## src/rtl/ppio_pkg.sv

```systemverilog
package ppio_pkg;
  localparam int DW = 8;
  localparam int HW = DW / 2;

  typedef struct packed {
    logic ie_b;
    logic ie_a;
    logic hs_b;
    logic hs_a;
    logic chi_out;
    logic clo_out;
    logic b_out;
    logic a_out;
  } cfg_t;

  typedef enum logic [1:0] {
    SEL_A   = 2'd0,
    SEL_B   = 2'd1,
    SEL_C   = 2'd2,
    SEL_CFG = 2'd3
  } sel_e;
endpackage

```

## src/rtl/ppio_cfg.sv

```systemverilog
module ppio_cfg
  import ppio_pkg::*;
#(
  parameter int DW_P = 8
) (
  input  logic            clk,
  input  logic            rst_n,
  input  logic            cfg_wr,
  input  logic            clat_wr,
  input  logic [DW_P-1:0] wdata,
  output cfg_t            cfg_q,
  output logic [DW_P-1:0] clat_q
);
  cfg_t            cfg_n;
  logic [DW_P-1:0] clat_n;

  always_comb begin
    cfg_n  = cfg_q;
    clat_n = clat_q;
    if (cfg_wr)  cfg_n  = cfg_t'(wdata[7:0]);
    if (clat_wr) clat_n = wdata;
  end

  always_ff @(posedge clk or negedge rst_n) begin
    if (!rst_n) begin
      cfg_q  <= '0;
      clat_q <= '0;
    end else begin
      if (cfg_wr)  cfg_q  <= cfg_n;
      if (clat_wr) clat_q <= clat_n;
    end
  end
endmodule

```

## src/rtl/ppio_hsport.sv

```systemverilog
module ppio_hsport #(
  parameter int DW_P = 8
) (
  input  logic            clk,
  input  logic            rst_n,
  input  logic            hs_en,
  input  logic            dir_out,
  input  logic            ie,
  input  logic            wr_sel,
  input  logic            rd_sel,
  input  logic            cfg_wr,
  input  logic [DW_P-1:0] wdata,
  input  logic [DW_P-1:0] pin_in,
  input  logic            stb_pin,
  output logic [DW_P-1:0] out_q,
  output logic [DW_P-1:0] rd_val,
  output logic            flag_q,
  output logic            irq_q
);
  logic [DW_P-1:0] in_q;
  logic            stb_q;
  logic            ev;
  logic            flag_n, irq_n;
  logic            out_en, in_en;

  assign ev     = stb_pin & ~stb_q;
  assign out_en = wr_sel;
  assign in_en  = hs_en & ~dir_out & ev & ~cfg_wr;

  always_comb begin
    flag_n = flag_q;
    irq_n  = irq_q;
    if (cfg_wr || !hs_en) begin
      flag_n = 1'b0;
      irq_n  = 1'b0;
    end else if (!dir_out) begin
      if (ev) begin
        flag_n = 1'b1;
        irq_n  = ie;
      end else if (rd_sel) begin
        flag_n = 1'b0;
        irq_n  = 1'b0;
      end
    end else begin
      if (wr_sel) begin
        flag_n = 1'b1;
        irq_n  = 1'b0;
      end else if (ev && flag_q) begin
        flag_n = 1'b0;
        irq_n  = ie;
      end
    end
  end

  always_ff @(posedge clk or negedge rst_n) begin
    if (!rst_n) begin
      out_q  <= '0;
      in_q   <= '0;
      flag_q <= 1'b0;
      irq_q  <= 1'b0;
      stb_q  <= 1'b0;
    end else begin
      if (out_en) out_q <= wdata;
      if (in_en)  in_q  <= pin_in;
      flag_q <= flag_n;
      irq_q  <= irq_n;
      stb_q  <= stb_pin;
    end
  end

  assign rd_val = dir_out ? out_q : (hs_en ? in_q : pin_in);
endmodule

```

## src/rtl/ppio_cnib.sv

```systemverilog
module ppio_cnib #(
  parameter int HW_P = 4
) (
  input  logic            hs_en,
  input  logic            gen_out,
  input  logic            flag,
  input  logic            irq,
  input  logic [HW_P-1:0] lat,
  output logic [HW_P-1:0] oe,
  output logic [HW_P-1:0] dout
);
  for (genvar k = 0; k < HW_P; k++) begin : g_bit
    if (k == 0) begin : g_stb
      assign oe[k]   = ~hs_en & gen_out;
      assign dout[k] = hs_en ? 1'b0 : lat[k];
    end else if (k == 1) begin : g_flag
      assign oe[k]   = hs_en | gen_out;
      assign dout[k] = hs_en ? flag : lat[k];
    end else if (k == 2) begin : g_irq
      assign oe[k]   = hs_en | gen_out;
      assign dout[k] = hs_en ? irq : lat[k];
    end else begin : g_gen
      assign oe[k]   = gen_out;
      assign dout[k] = lat[k];
    end
  end
endmodule

```

## src/rtl/ppio_top.sv

```systemverilog
module ppio_top
  import ppio_pkg::*;
(
  input  logic          clk,
  input  logic          rst_n,
  input  logic          cs,
  input  logic          rd,
  input  logic          wr,
  input  logic [1:0]    addr,
  input  logic [DW-1:0] wdata,
  output logic [DW-1:0] rdata,
  input  logic [DW-1:0] pa_i,
  output logic [DW-1:0] pa_o,
  output logic [DW-1:0] pa_oe,
  input  logic [DW-1:0] pb_i,
  output logic [DW-1:0] pb_o,
  output logic [DW-1:0] pb_oe,
  input  logic [DW-1:0] pc_i,
  output logic [DW-1:0] pc_o,
  output logic [DW-1:0] pc_oe
);
  logic [1:0] rst_sync;
  logic       rst_int_n;

  always_ff @(posedge clk or negedge rst_n) begin
    if (!rst_n) rst_sync <= 2'b00;
    else        rst_sync <= {rst_sync[0], 1'b1};
  end
  assign rst_int_n = rst_sync[1];

  logic acc_wr, acc_rd, cfg_wr, clat_wr;
  sel_e sel;
  cfg_t cfg_q;
  logic [DW-1:0] clat_q;

  assign sel     = sel_e'(addr);
  assign acc_wr  = cs & wr;
  assign acc_rd  = cs & rd;
  assign cfg_wr  = acc_wr & (sel == SEL_CFG);
  assign clat_wr = acc_wr & (sel == SEL_C);

  ppio_cfg #(.DW_P(DW)) u_cfg (
    .clk(clk), .rst_n(rst_int_n), .cfg_wr(cfg_wr), .clat_wr(clat_wr),
    .wdata(wdata), .cfg_q(cfg_q), .clat_q(clat_q)
  );

  logic [1:0]          hs_v, dir_v, ie_v, stb_v, wr_v, rd_v, flag_v, irq_v, hlf_v;
  logic [1:0][DW-1:0]  pin_v, out_v, rdv_v;
  logic [1:0][HW-1:0]  nib_oe, nib_do;

  assign hs_v  = {cfg_q.hs_b, cfg_q.hs_a};
  assign dir_v = {cfg_q.b_out, cfg_q.a_out};
  assign ie_v  = {cfg_q.ie_b, cfg_q.ie_a};
  assign hlf_v = {cfg_q.chi_out, cfg_q.clo_out};
  assign stb_v = {pc_i[0], pc_i[HW]};
  assign pin_v = {pb_i, pa_i};

  for (genvar i = 0; i < 2; i++) begin : g_port
    localparam int NI = 1 - i;
    assign wr_v[i] = acc_wr & (addr == 2'(i));
    assign rd_v[i] = acc_rd & (addr == 2'(i));

    ppio_hsport #(.DW_P(DW)) u_hs (
      .clk(clk), .rst_n(rst_int_n), .hs_en(hs_v[i]), .dir_out(dir_v[i]),
      .ie(ie_v[i]), .wr_sel(wr_v[i]), .rd_sel(rd_v[i]), .cfg_wr(cfg_wr),
      .wdata(wdata), .pin_in(pin_v[i]), .stb_pin(stb_v[i]),
      .out_q(out_v[i]), .rd_val(rdv_v[i]), .flag_q(flag_v[i]), .irq_q(irq_v[i])
    );

    ppio_cnib #(.HW_P(HW)) u_nib (
      .hs_en(hs_v[i]), .gen_out(hlf_v[NI]), .flag(flag_v[i]), .irq(irq_v[i]),
      .lat(clat_q[NI*HW +: HW]), .oe(nib_oe[NI]), .dout(nib_do[NI])
    );
  end

  assign pa_o  = out_v[0];
  assign pa_oe = {DW{cfg_q.a_out}};
  assign pb_o  = out_v[1];
  assign pb_oe = {DW{cfg_q.b_out}};
  assign pc_o  = nib_do;
  assign pc_oe = nib_oe;

  logic [DW-1:0] rd_mux;
  always_comb begin
    unique case (sel)
      SEL_A:   rd_mux = rdv_v[0];
      SEL_B:   rd_mux = rdv_v[1];
      SEL_C:   rd_mux = (pc_oe & pc_o) | (~pc_oe & pc_i);
      default: rd_mux = cfg_q;
    endcase
  end
  assign rdata = acc_rd ? rd_mux : '0;
endmodule

```

## config.mk

```make
export PLATFORM = sky130hd
export DESIGN_NAME = ppio_top
export DESIGN_NICKNAME = d
export VERILOG_FILES = /design/src/rtl/ppio_pkg.sv /design/src/rtl/ppio_cfg.sv /design/src/rtl/ppio_hsport.sv /design/src/rtl/ppio_cnib.sv /design/src/rtl/ppio_top.sv
export SDC_FILE = /design/constraint.sdc
export NUM_CORES = 1
export LEC_CHECK = 0
export ABC_AREA = 1
export BUFFER_PORTS_ARGS = -buffer_cell sky130_fd_sc_hd__buf_2
export CAP_MARGIN = 10
export CORE_MARGIN = 4
export CORE_UTILIZATION = 47
export CTS_CLUSTER_SIZE = 40
export DETAILED_ROUTE_END_ITERATION = 8
export PLACE_DENSITY = 0.77
export REMOVE_ABC_BUFFERS = 1
export SLEW_MARGIN = 20
export SYNTH_ARGS = -nofsm -noshare
export SYNTH_HDL_FRONTEND = slang
export SYNTH_SLANG_ARGS = --single-unit
```

## constraint.sdc

```tcl
create_clock -name clk -period 1.7 [get_ports clk]
set_clock_uncertainty 0.1 [all_clocks]
set_input_delay 0.425 -clock clk [delete_from_list [all_inputs] [get_ports clk]]
set_output_delay 0.425 -clock clk [all_outputs]
set_load 0.005 [all_outputs]
```

==> impl_results.md, run 1 <==
* Critical Path RT at 1.17 ns
* Number of instances in the synthesized netlist at 470
* Final Hold Vio Count at 0
* Placement Cell Area at 3950 um2
* Critical path endpoint category: output port
* Final critical-path share of the clock period at 124%
* FMAX at 0.474 GHz
* Worst min-delay path category: input port to flop
* Routed wire per std cell at 15.5 um
* Placer's final routability congestion estimate at 0.897
* Netlist Area Pre-Place at 3230 um2
* Antenna cells at 0
* Area share of the leading cell type in the synthesized netlist at 43.4%
* Post-Route Setup TNS at -4.20 ns
* Power density of the placed cells at 1070 nW/um2
* I/O pin count at 95
* Syn_area_per_cell at 6.87 um2
* Total CTS buffers at 5
* Synth unique cells at 21
* Largest fanout of any net on the critical path at 6
* Clock-pin slew of the registers on the worst-case setup and hold paths at 0.11 ns
* Skew-Pair Late Insertion Delay at 0.31 ns
* Post-route standard cell area excluding fillers at 4430 um2
* Area growth syn-to-layout at 37.2%
* Result of the run: complete, but fails checks
* Number of detailed-route iterations in the first pass at 5
* Number of max-cap violations at 0
* # clock sinks at 56
* Clock Root Buffer: clkbuf_8
* Clock Tree Buf Depth at 2
* Vias per cell at 5.23
* Maximum number of pins on one net before global-route repair at 55
* Count of flip-flops with a built-in enable after synthesis at 0
* Smallest setup slack after layout at -0.410 ns
* Syn. warnings at 0
* Level count of the clock H-tree at 2
* Placement row count at 29
* Global-route wire length before repair at 16,700 um
* Flip-flop and latch count after synthesis at 56
* DIE HEIGHT at 90.9 um
* Number of antenna violations at the first check in global routing at 0
* Full die area at 8260 um2
* Unrepaired setup endpoints after global routing: true
* Final-report max-slew violation count at 0
* HPWL after DPL at 7470 um
* Area contributors post-synth: dfrtp_1 (43%), nand2_1 (18%), o21ai_0 (9.0%)
* Yosys top cell by area: dfrtp_1
* # nets final at 629
* Filler cells at 546
* Global route overflow at 0
* Post-synthesis async set-or-reset flop share at 100%
* Post-detailed-route count of antenna-violating nets at 0
* Worst voltage drop across the vdd grid at 0.599 mV
* Leak at 2.49 nW
* Most numerous cell in the Yosys netlist: nand2_1
* Detailed router's first-iteration violation count at 368
* Sequential cell area fraction in the yosys report at 43.4%
* Fraction of layout instances using a drive strength above 1 at 36.7%
* Buffers on Ports at 94
* Crit path launch type: flop
* Via total after detailed routing at 3,496
* Via count of the first global-routing pass at 3,402
* Initial Utilization at 49.7%
* All-layer global routing usage at 24.9%
* TritonCTS clock tree: yes
* Most common flop cell mapped by yosys: dfrtp_1
* Crit path kind: flop to output port
* Sum of routed wire length over all layers at 10,400 um
* Drc violations at 0
* Core Region at 6490 um2
* Data arrival, critical path at 1.58 ns
* Sequential cell area at 1410 um2
* Most frequent cells after synthesis: nand2_1 (155), nor2_1 (63), o21ai_0 (58)
* Final setup violation count at 19
* Minimum period implied by the final worst setup slack at 2.11 ns
* Violated checks: setup timing
* Die X at 90.9 um
* Area of the multi-input gates at 1590 um2
-- routing by layer --
layer	part of all wire [%]	GRT usage, %	vias up
met5	0	0	-
met4	2.4	7.79	0
met3	8.5	4.67	24
met2	47	40.0	176
met1	42	34.3	1624
li1	-	-	1672
-- final cells by class --
class | count | area share [%]
inverters | 55 | 4.77
flip-flops and latches | 56 | 31.7
repair buffers | 149 | 23.4
multi-input cells | 323 | 35.8
clock inverters | 1 | 0.169
clock buffers | 7 | 1.95
well taps | 77 | 2.17
-- cell usage in the layout, fill, tap and decap left out, types with 2 or more instances in the layout --
cell,synthesis,layout
buf_4,23,32
clkbuf_8,0,6
nor2_2,0,10
nor2_1,63,48
nand3_4,0,3
nand2_2,0,15
inv_4,0,2
dfrtp_2,0,3
nor2_4,2,7
nand2_1,155,134
buf_2,8,90
inv_1,52,45
a21oi_1,5,5
nand3_2,2,8
buf_12,0,5
o21ai_1,1,3
dfrtp_1,56,53
nand3_1,32,23
nand2_4,1,7
inv_2,2,7
o21ai_0,58,56
buf_6,2,21
-- through the flow --
step	utilization, %	hold WS, ns	total power, mW	worst slack (ns)	std cells
floorplan	-	0.0294	2.68	-0.345	434
global placement	60.8	0.111	3.51	-0.324	651
detailed placement	60.8	0.112	3.56	-0.360	651
CTS	66.5	0.138	4.61	-0.353	668
global route	68.3	0.132	5.08	-0.503	668
finish	68.3	0.142	4.75	-0.410	668
-- sequential cells by signal, indices dropped and copies added, names as in the netlist --
| name | count |
|---|---|
| g_port.u_hs.irq_q | 2 |
| u_cfg.cfg_q | 8 |
| g_port.u_hs.flag_q | 2 |
| u_cfg.clat_q | 8 |
| rst_sync | 2 |
| g_port.u_hs.in_q | 16 |
| g_port.u_hs.out_q | 16 |
| g_port.u_hs.stb_q | 2 |
-- power breakdown --
group          leakage, nW  switching [mW]  internal (mW)
clock               0.0445           0.440          0.333
combinational         1.74            1.07          0.957
sequential           0.699           0.285           1.67
total                 2.49            1.79           2.96
-- path summary, 6_finish.rpt --
check	startpoint	endpoint	slack, ns	depth (start not counted)
max in group asynchronous	rst_n	rst_sync[1]$_DFF_PN0_	1.07	2
setup reg to reg	u_cfg.cfg_q[4]$_DFFE_PN0P_	g_port[0].u_hs.in_q[3]$_DFFE_PN0P_	0.10	8
min in group asynchronous	rst_sync[1]$_DFF_PN0_	g_port[1].u_hs.out_q[5]$_DFFE_PN0P_	0.15	1
setup / recovery	u_cfg.cfg_q[4]$_DFFE_PN0P_	rdata[4]	-0.41	9
hold reg to reg	rst_sync[1]$_DFF_PN0_	g_port[1].u_hs.out_q[5]$_DFFE_PN0P_	0.15	1
hold / removal	pc_i[0]	g_port[1].u_hs.stb_q$_DFF_PN0_	0.14	1
-- kinds of logic (layout without fill, tap and decap cells) --
family,Yosys count,after routing,share of synthesized area [%]
AO/OA/AOI/OAI,65,65,10.1
flip-flops,56,56,43.4
buffers and inverters,91,212,14.0
AND/OR/NAND/NOR,257,257,32.3
other,1,1,0.116
-- repair_timing --
| action | in CTS | in global routing |
|---|---|---|
| pin swaps | 34 | 14 |
| cloned | 1 | 0 |
| setup buffers | 9 | 5 |
| gates resized for setup | 59 | 35 |
| hold buffers | 1 | 0 |
| endpoints found under the setup margin | 20 | 31 |
| hold endpoints to repair | 2 | 0 |
-- critical path, stage by stage, from the launching register on --
cell and delay [ns]:
dfrtp_1 0.43, inv_2 0.11, buf_6 0.15, nand2_4 0.06
nand2_1 0.08, nand3_1 0.07, nand2_1 0.08, nor2_1 0.05
nor2_1 0.12, buf_2 0.13
No activity file was read; power rests on OpenSTA's default activity.
==> run 2: changes to the inputs <==
--- a/config.mk
+++ b/config.mk
@@ -12,8 +12,8 @@
 export CORE_UTILIZATION = 47
 export CTS_CLUSTER_SIZE = 40
 export DETAILED_ROUTE_END_ITERATION = 8
+export MAX_ROUTING_LAYER = met4
 export PLACE_DENSITY = 0.77
-export REMOVE_ABC_BUFFERS = 1
 export SLEW_MARGIN = 20
 export SYNTH_ARGS = -nofsm -noshare
 export SYNTH_HDL_FRONTEND = slang
==> impl_results.md, run 2 (synthesis gave the netlist of run 1 again) <==
* Via count of the first global-routing pass at 3,318 (-2.5%)
* Minimum period implied by the final worst setup slack at 2.13 ns (+0.0222 ns)
* Skew-Pair Late Insertion Delay at 0.31 ns (about the same)
* Placed cell count at 648 (-0.46%)
* Initial Utilization at 49.7% (unchanged)
* Post-Route Setup TNS at -3.88 ns (+0.318 ns)
* CP cell instances: clkinv_4 -> nor2_1 -> nor2_1 -> nand2_1 -> nand2_1 -> nor2_2 -> nor2_1 -> buf_2
* Leak at 2.47 nW (-0.72%)
* Dominant delay contributor by cell family on the critical path: simple AND/OR/NAND/NOR gates
* FMAX at 0.469 GHz (-1.0%)
* I/O pin count at 95 (unchanged)
* Final critical-path share of the clock period at 125% (+1.3 points)
* Area of the multi-input gates at 1570 um2 (-1.0%)
* Detailed router's first-iteration violation count at 292 (-21%)
* Smallest setup slack after layout at -0.432 ns (-0.0222 ns)
* Capture point of the worst reg-to-reg path: g_port[0].u_hs.in_q[3]$_DFFE_PN0P_
* Critical path endpoint category: output port
* Startpoint of the most critical register-to-register path: u_cfg.cfg_q[4]$_DFFE_PN0P_
* Final-report max-slew violation count at 0 (unchanged)
* Filler cells at 543 (-0.55%)
* Critical Path RT at 1.17 ns (about the same)
* Fraction of layout instances using a drive strength above 1 at 35.7% (-0.99 points)
* Buffers on Ports at 94 (unchanged)
* Power density of the placed cells at 1090 nW/um2 (+1.6%)
* Hold Worst Slack at 0.0632 ns (-0.0787 ns)
* Clock Tree Buf Depth at 2 (unchanged)
* TritonCTS clock tree: yes
* Final setup violation count at 19 (unchanged)
* Total CTS buffers at 5 (unchanged)
* Result of the run: complete, but fails checks
* Crit path kind: flop to output port
* Vias per cell at 5.18 (-1.1%)
* Sum of routed wire length over all layers at 10,000 um (-3.2%)
* Largest incremental delay on the critical path at 0.45 ns (+0.02 ns)
* All-layer global routing usage at 24.1% (-0.89 points)
* Level count of the clock H-tree at 2 (unchanged)
* Core Region at 6490 um2 (unchanged)
* Largest fanout of any net on the critical path at 17 (+11)
* Most common library cell in the layout ignoring fill and taps: nand2_1
* Final Power at 4.77 mW (+0.33%)
* Routed wire per std cell at 15.2 um (-2.3%)
* Via total after detailed routing at 3,427 (-2.0%)
* # nets final at 623 (-0.95%)
* Full die area at 8260 um2 (unchanged)
* Non-Filler Instances at 662 (-0.90%)
* Crit path launch type: flop
* Global route overflow at 0 (unchanged)
* Number of nets produced by synthesis at 509
* Placement row count at 29 (unchanged)
* Die X at 90.9 um (unchanged)
* Combined buffer and inverter count along the critical path at 2 (-1)
* Register-to-Register Path Depth at 7 (-1)
* Global-route wire length before repair at 15,700 um (-6.3%)
* # clock sinks at 56 (unchanged)
* Violated checks: setup timing
* Sequential cell area at 1410 um2 (+0.27%)
* Clock-pin slew of the registers on the worst-case setup and hold paths at 0.10 ns (about the same)
* Placer's final routability congestion estimate at 0.922 (+2.7%)
* Worst voltage drop across the vdd grid at 0.513 mV (-14%)
* Clock Root Buffer: clkbuf_8
* Maximum number of pins on one net before global-route repair at 43 (-22%)
* Biggest regs: g_port.u_hs.in_q x16, g_port.u_hs.out_q x16
* Unrepaired setup endpoints after global routing: true
* Area growth syn-to-layout at 35.5%
* HPWL after DPL at 7340 um (-1.7%)
* Final Hold Vio Count at 0 (unchanged)
* CP most frequent cell: nor2_1
* Top library cells by usage in the layout, fill and taps aside: nand2_1 (136), buf_2 (89), o21ai_0 (57), nor2_1 (54), dfrtp_1 (50)
* Drc violations at 0 (unchanged)
* Cell at the slowest stage of the critical path: dfrtp_2
* Data arrival, critical path at 1.61 ns (+0.03 ns)
* Reg2Reg Setup Slack at 0.15 ns (+0.05 ns)
* Number of max-cap violations at 0 (unchanged)
* DIE HEIGHT at 90.9 um (unchanged)
* Number of antenna violations at the first check in global routing at 0 (unchanged)
* Number of detailed-route iterations in the first pass at 5 (unchanged)
* Worst min-delay path category: flop to asynchronous set/reset pin
* Post-detailed-route count of antenna-violating nets at 0 (unchanged)
* Antenna cells at 0 (unchanged)
==> run 2: changes by cell type in the layout (fill, tap and decap cells not counted), moves of 3 or more <==
cell     delta
nor2_4      -3
nor2_2      -3
nor2_1      +6
buf_6       -3
dfrtp_1     -3
nand2_2     -5
dfrtp_2     +3
==> run 2: metrics by stage <==
step           instance area (um2)  setup slack (ns)  utilization, %
4_1_cts                       4130            -0.386            63.6
3_5_place_dp                  3920            -0.294            60.3
3_3_place_gp                  3920            -0.260            60.3
5_1_grt                       4380            -0.528            67.4
6_report                      4380            -0.432            67.4
2_1_floorplan                 3240            0.0408               -
==> run 2: worst max-delay path by stage <==
stage,slack [ns],depth (start not counted),startpoint,endpoint
2_1_floorplan,0.04,8,u_cfg.cfg_q[0]$_DFFE_PN0P_,rdata[0]
3_3_place_gp,-0.26,9,addr[1],rdata[5]
3_5_place_dp,-0.29,9,addr[1],rdata[4]
4_1_cts,-0.39,9,u_cfg.cfg_q[4]$_DFFE_PN0P_,rdata[5]
5_1_grt,-0.53,8,u_cfg.cfg_q[1]$_DFFE_PN0P_,rdata[6]
6_report,-0.43,8,u_cfg.cfg_q[1]$_DFFE_PN0P_,rdata[6]
==> run 2: worst reg2reg max path: stages, from the launching register on <==
cell and delay (ns):
dfrtp_2 0.43, inv_4 0.07, buf_6 0.13, buf_4 0.13
nor2_4 0.11, nand3_2 0.23, nand2_1 0.14, o21ai_0 0.09
==> run 2: timing repair <==
action                                  4_1_cts  5_1_grt
buffers inserted                              2        3
endpoints found under the setup margin       19       28
pin swaps                                     9       21
gates cloned                                  1        2
resized for setup                            26       61
hold buffers                                  1        0
hold endpoints to repair                      2        0
==> run 2: final cells by class <==
class,instances,share of cell area [%]
multi-input cells,323,35.9
inverters,55,4.94
well taps,77,2.20
clock buffers,6,1.66
flip-flops and latches,56,32.2
clock inverters,2,0.800
repair buffers,143,22.3
==> run 2: per-layer routing <==
metal	share of wire (%)	up-vias	GRT usage [%]
li1	-	1655	-
met1	41	1596	30.9
met2	48	155	39.2
met3	8.4	21	4.50
met4	2.1	0	6.53
met5	0	-	-
==> run 2: report_power, final <==
group          switching, mW  internal [mW]  total [mW]
registers              0.289           1.67        1.96
clock network          0.447          0.438       0.886
logic                   1.01          0.913        1.92
total                   1.75           3.02        4.77
==> run 3: changes to the inputs <==
--- a/config.mk
+++ b/config.mk
@@ -9,11 +9,11 @@
 export BUFFER_PORTS_ARGS = -buffer_cell sky130_fd_sc_hd__buf_2
 export CAP_MARGIN = 10
 export CORE_MARGIN = 4
-export CORE_UTILIZATION = 47
+export CORE_UTILIZATION = 52
 export CTS_CLUSTER_SIZE = 40
 export DETAILED_ROUTE_END_ITERATION = 8
 export MAX_ROUTING_LAYER = met4
-export PLACE_DENSITY = 0.77
+export PLACE_DENSITY = 0.8
 export SLEW_MARGIN = 20
 export SYNTH_ARGS = -nofsm -noshare
 export SYNTH_HDL_FRONTEND = slang
==> constraint.sdc (replaced) <==
create_clock -name clk -period 2.24 [get_ports clk]
set_clock_uncertainty 0.1 [all_clocks]
set_input_delay 0.56 -clock clk [delete_from_list [all_inputs] [get_ports clk]]
set_output_delay 0.56 -clock clk [all_outputs]
set_load 0.005 [all_outputs]
==> impl_results.md, run 3 (synthesis gave the netlist of run 1 again) <==
* Biggest regs: g_port.u_hs.in_q x16, g_port.u_hs.out_q x16
* Minimum period implied by the final worst setup slack at 2.31 ns
* Met3 Use GR at 4.94% (+0.44 points)
* Vias per cell at 5.24 (+1.2%)
* Clock-pin slew of the registers on the worst-case setup and hold paths at 0.11 ns (about the same)
* Full die area at 7540 um2 (-8.8%)
* Worst min-delay path category: flop to asynchronous set/reset pin
* Detailed router's first-iteration violation count at 291 (-0.34%)
* Post-detailed-route count of antenna-violating nets at 0 (unchanged)
* Max transition margin at 61.4%
* Final core utilization at 67.8% (+0.41 points)
* Antenna cells at 0 (unchanged)
* Result of the run: complete, but fails checks
* Die X at 86.8 um (-4.5%)
* Fraction of layout instances using a drive strength above 1 at 29.5% (-6.2 points)
* Crit path launch type: flop
* Final Hold Vio Count at 0 (unchanged)
* Most common library cell in the layout ignoring fill and taps: nand2_1
* Skew-Pair Late Insertion Delay at 0.31 ns (about the same)
* Violated checks: setup timing
* Critical Path RT at 1.58 ns (+0.41 ns)
* Buffers on Ports at 94 (unchanged)
* Non-Filler Instances at 638 (-3.6%)
* All-layer global routing usage at 26.4% (+2.3 points)
* DIE HEIGHT at 86.8 um (-4.5%)
* Clock Root Buffer: clkbuf_8
* Final critical-path share of the clock period at 103%
* TritonCTS clock tree: yes
* Cell at the slowest stage of the critical path: dfrtp_2
* CP cell instances: clkinvlp_4 -> nand2_1 -> nand3_1 -> nand2_1 -> nand2_1 -> nor2_1 -> nor2_1 -> buf_2
* Global-route wire length before repair at 15,000 um (-4.3%)
* Met1 demand-to-capacity share in global routing at 33.7% (+2.7 points)
* Filler cells at 505 (-7.0%)
* Most heavily used metal layer in global routing: met2
* Crit path kind: flop to output port
* Number of detailed-route iterations in the first pass at 5 (unchanged)
* Via count of the first global-routing pass at 3,192 (-3.8%)
* Power density of the placed cells at 847 nW/um2 (-22%)
* Top library cells by usage in the layout, fill and taps aside: nand2_1 (141), buf_2 (94), nor2_1 (60), o21ai_0 (58), dfrtp_1 (54)
* Data arrival, critical path at 1.65 ns (+0.04 ns)
* Placer's final routability congestion estimate at 0.920 (-0.17%)
* Sum of routed wire length over all layers at 9540 um (-5.1%)
* Met2 track demand over resource at 42.9% (+3.7 points)
* Largest incremental delay on the critical path at 0.47 ns (+0.02 ns)
* Hold Worst Slack at 0.169 ns (+0.106 ns)
* Routed wire per std cell at 14.9 um (-1.5%)
* Register-to-Register Path Depth at 7 (unchanged)
* Startpoint of the most critical register-to-register path: u_cfg.cfg_q[5]$_DFFE_PN0P_
* Number of nets produced by synthesis at 509 (unchanged)
* HPWL after DPL at 6830 um (-6.9%)
* FMAX at 0.432 GHz
* Total CTS buffers at 5 (unchanged)
* Reg2Reg Setup Slack at 0.31 ns (+0.16 ns)
* # clock sinks at 56 (unchanged)
* Transition time at the pin with the least slew margin at 0.579 ns
* Critical path endpoint category: output port
* # nets final at 601 (-3.5%)
* Worst voltage drop across the vdd grid at 0.438 mV (-15%)
* Largest fanout of any net on the critical path at 7 (-10)
* Placement row count at 28 (-3.4%)
* Unrepaired setup endpoints after global routing: true
* Number of max-cap violations at 0 (unchanged)
* Drc violations at 0 (unchanged)
* Clock Tree Buf Depth at 2 (unchanged)
* CP most frequent cell: nand2_1
* Placed cell count at 616 (-4.9%)
* Smallest setup slack after layout at -0.0747 ns (+0.357 ns)
* Via total after detailed routing at 3,343 (-2.5%)
* Level count of the clock H-tree at 2 (unchanged)
* Initial Utilization at 53.9% (+4.2 points)
* Post-Route Setup TNS at -0.352 ns (+3.53 ns)
* Core Region at 5990 um2 (-7.8%)
* Final-report max-slew violation count at 0 (unchanged)
* I/O pin count at 95 (unchanged)
* Final setup violation count at 8 (-11)
* Area growth syn-to-layout at 25.8%
* Leak at 2.31 nW (-6.5%)
* Maximum number of pins on one net before global-route repair at 32 (-26%)
* Capture point of the worst reg-to-reg path: g_port[1].u_hs.in_q[3]$_DFFE_PN0P_
* Number of antenna violations at the first check in global routing at 0 (unchanged)
* Global route overflow at 0 (unchanged)
## run 3: cell count changes in the layout (fill, tap and decap cells not counted), sizes merged
cell,delta
clkinv,-1
inv,-1
buf,-23
clkinvlp,+3
## run 3: how the worst max path moves through the flow
stage	to	cells past startpoint	startpoint	slack, ns
final	rdata[4]	8	u_cfg.cfg_q[5]$_DFFE_PN0P_	-0.07
after global routing	rdata[0]	8	u_cfg.cfg_q[5]$_DFFE_PN0P_	-0.15
after CTS	rdata[5]	9	u_cfg.cfg_q[4]$_DFFE_PN0P_	-0.01
after detailed placement	rdata[6]	9	addr[1]	-0.04
after global placement	rdata[6]	9	addr[1]	-0.03
after floorplan	rdata[5]	7	u_cfg.cfg_q[1]$_DFFE_PN0P_	0.29
## run 3: metrics by stage
| step | cell area (um2) | power [mW] | setup slack (ns) |
|---|---|---|---|
| global placement | 3660 | 2.50 | -0.0308 |
| detailed placement | 3660 | 2.54 | -0.0439 |
| floorplan | 3230 | 2.17 | 0.290 |
| finish | 4060 | 3.44 | -0.0747 |
| CTS | 3920 | 3.33 | -0.0101 |
| global route | 4060 | 3.67 | -0.153 |
## run 3: power breakdown
part,switching [mW],total [mW],internal (mW)
Sequential,0.218,1.48,1.27
Combinational,0.700,1.27,0.572
Clock,0.349,0.688,0.339
Total,1.27,3.44,2.18
## run 3: what timing repair did
item / in CTS / in global routing
buffers inserted: 7 / 4
endpoints found under the hold margin: 2 / 0
hold buffers: 1 / 0
resized for setup: 19 / 21
endpoints found under the setup margin: 8 / 8
cloned: 1 / 1
pin swaps: 2 / 15
## run 3: layout make-up
class,count,area (um2),area share [%]
Inverter,55,214,5.27
Timing Repair Buffer,120,758,18.7
Multi-Input combinational cell,323,1470,36.3
Tap cell,75,93.8,2.31
Clock inverter,2,38.8,0.955
Clock buffer,6,72.6,1.79
Sequential cell,56,1400,34.6
Timing Repair inverter,1,7.51,0.185
## run 3: critical path, delay by kind of cell (launching register included)
kind | cells | cell delay [ns]
buffers and inverters | 2 | 0.34
flip-flops | 1 | 0.47
AND/OR/NAND/NOR | 6 | 0.52
## run 3: routing by layer
layer | vias to the layer above | wire [um]
met1 | 1533 | 3930
li1 | 1614 | -
met5 | - | 0
met4 | 0 | 232
met2 | 172 | 4610
met3 | 24 | 758
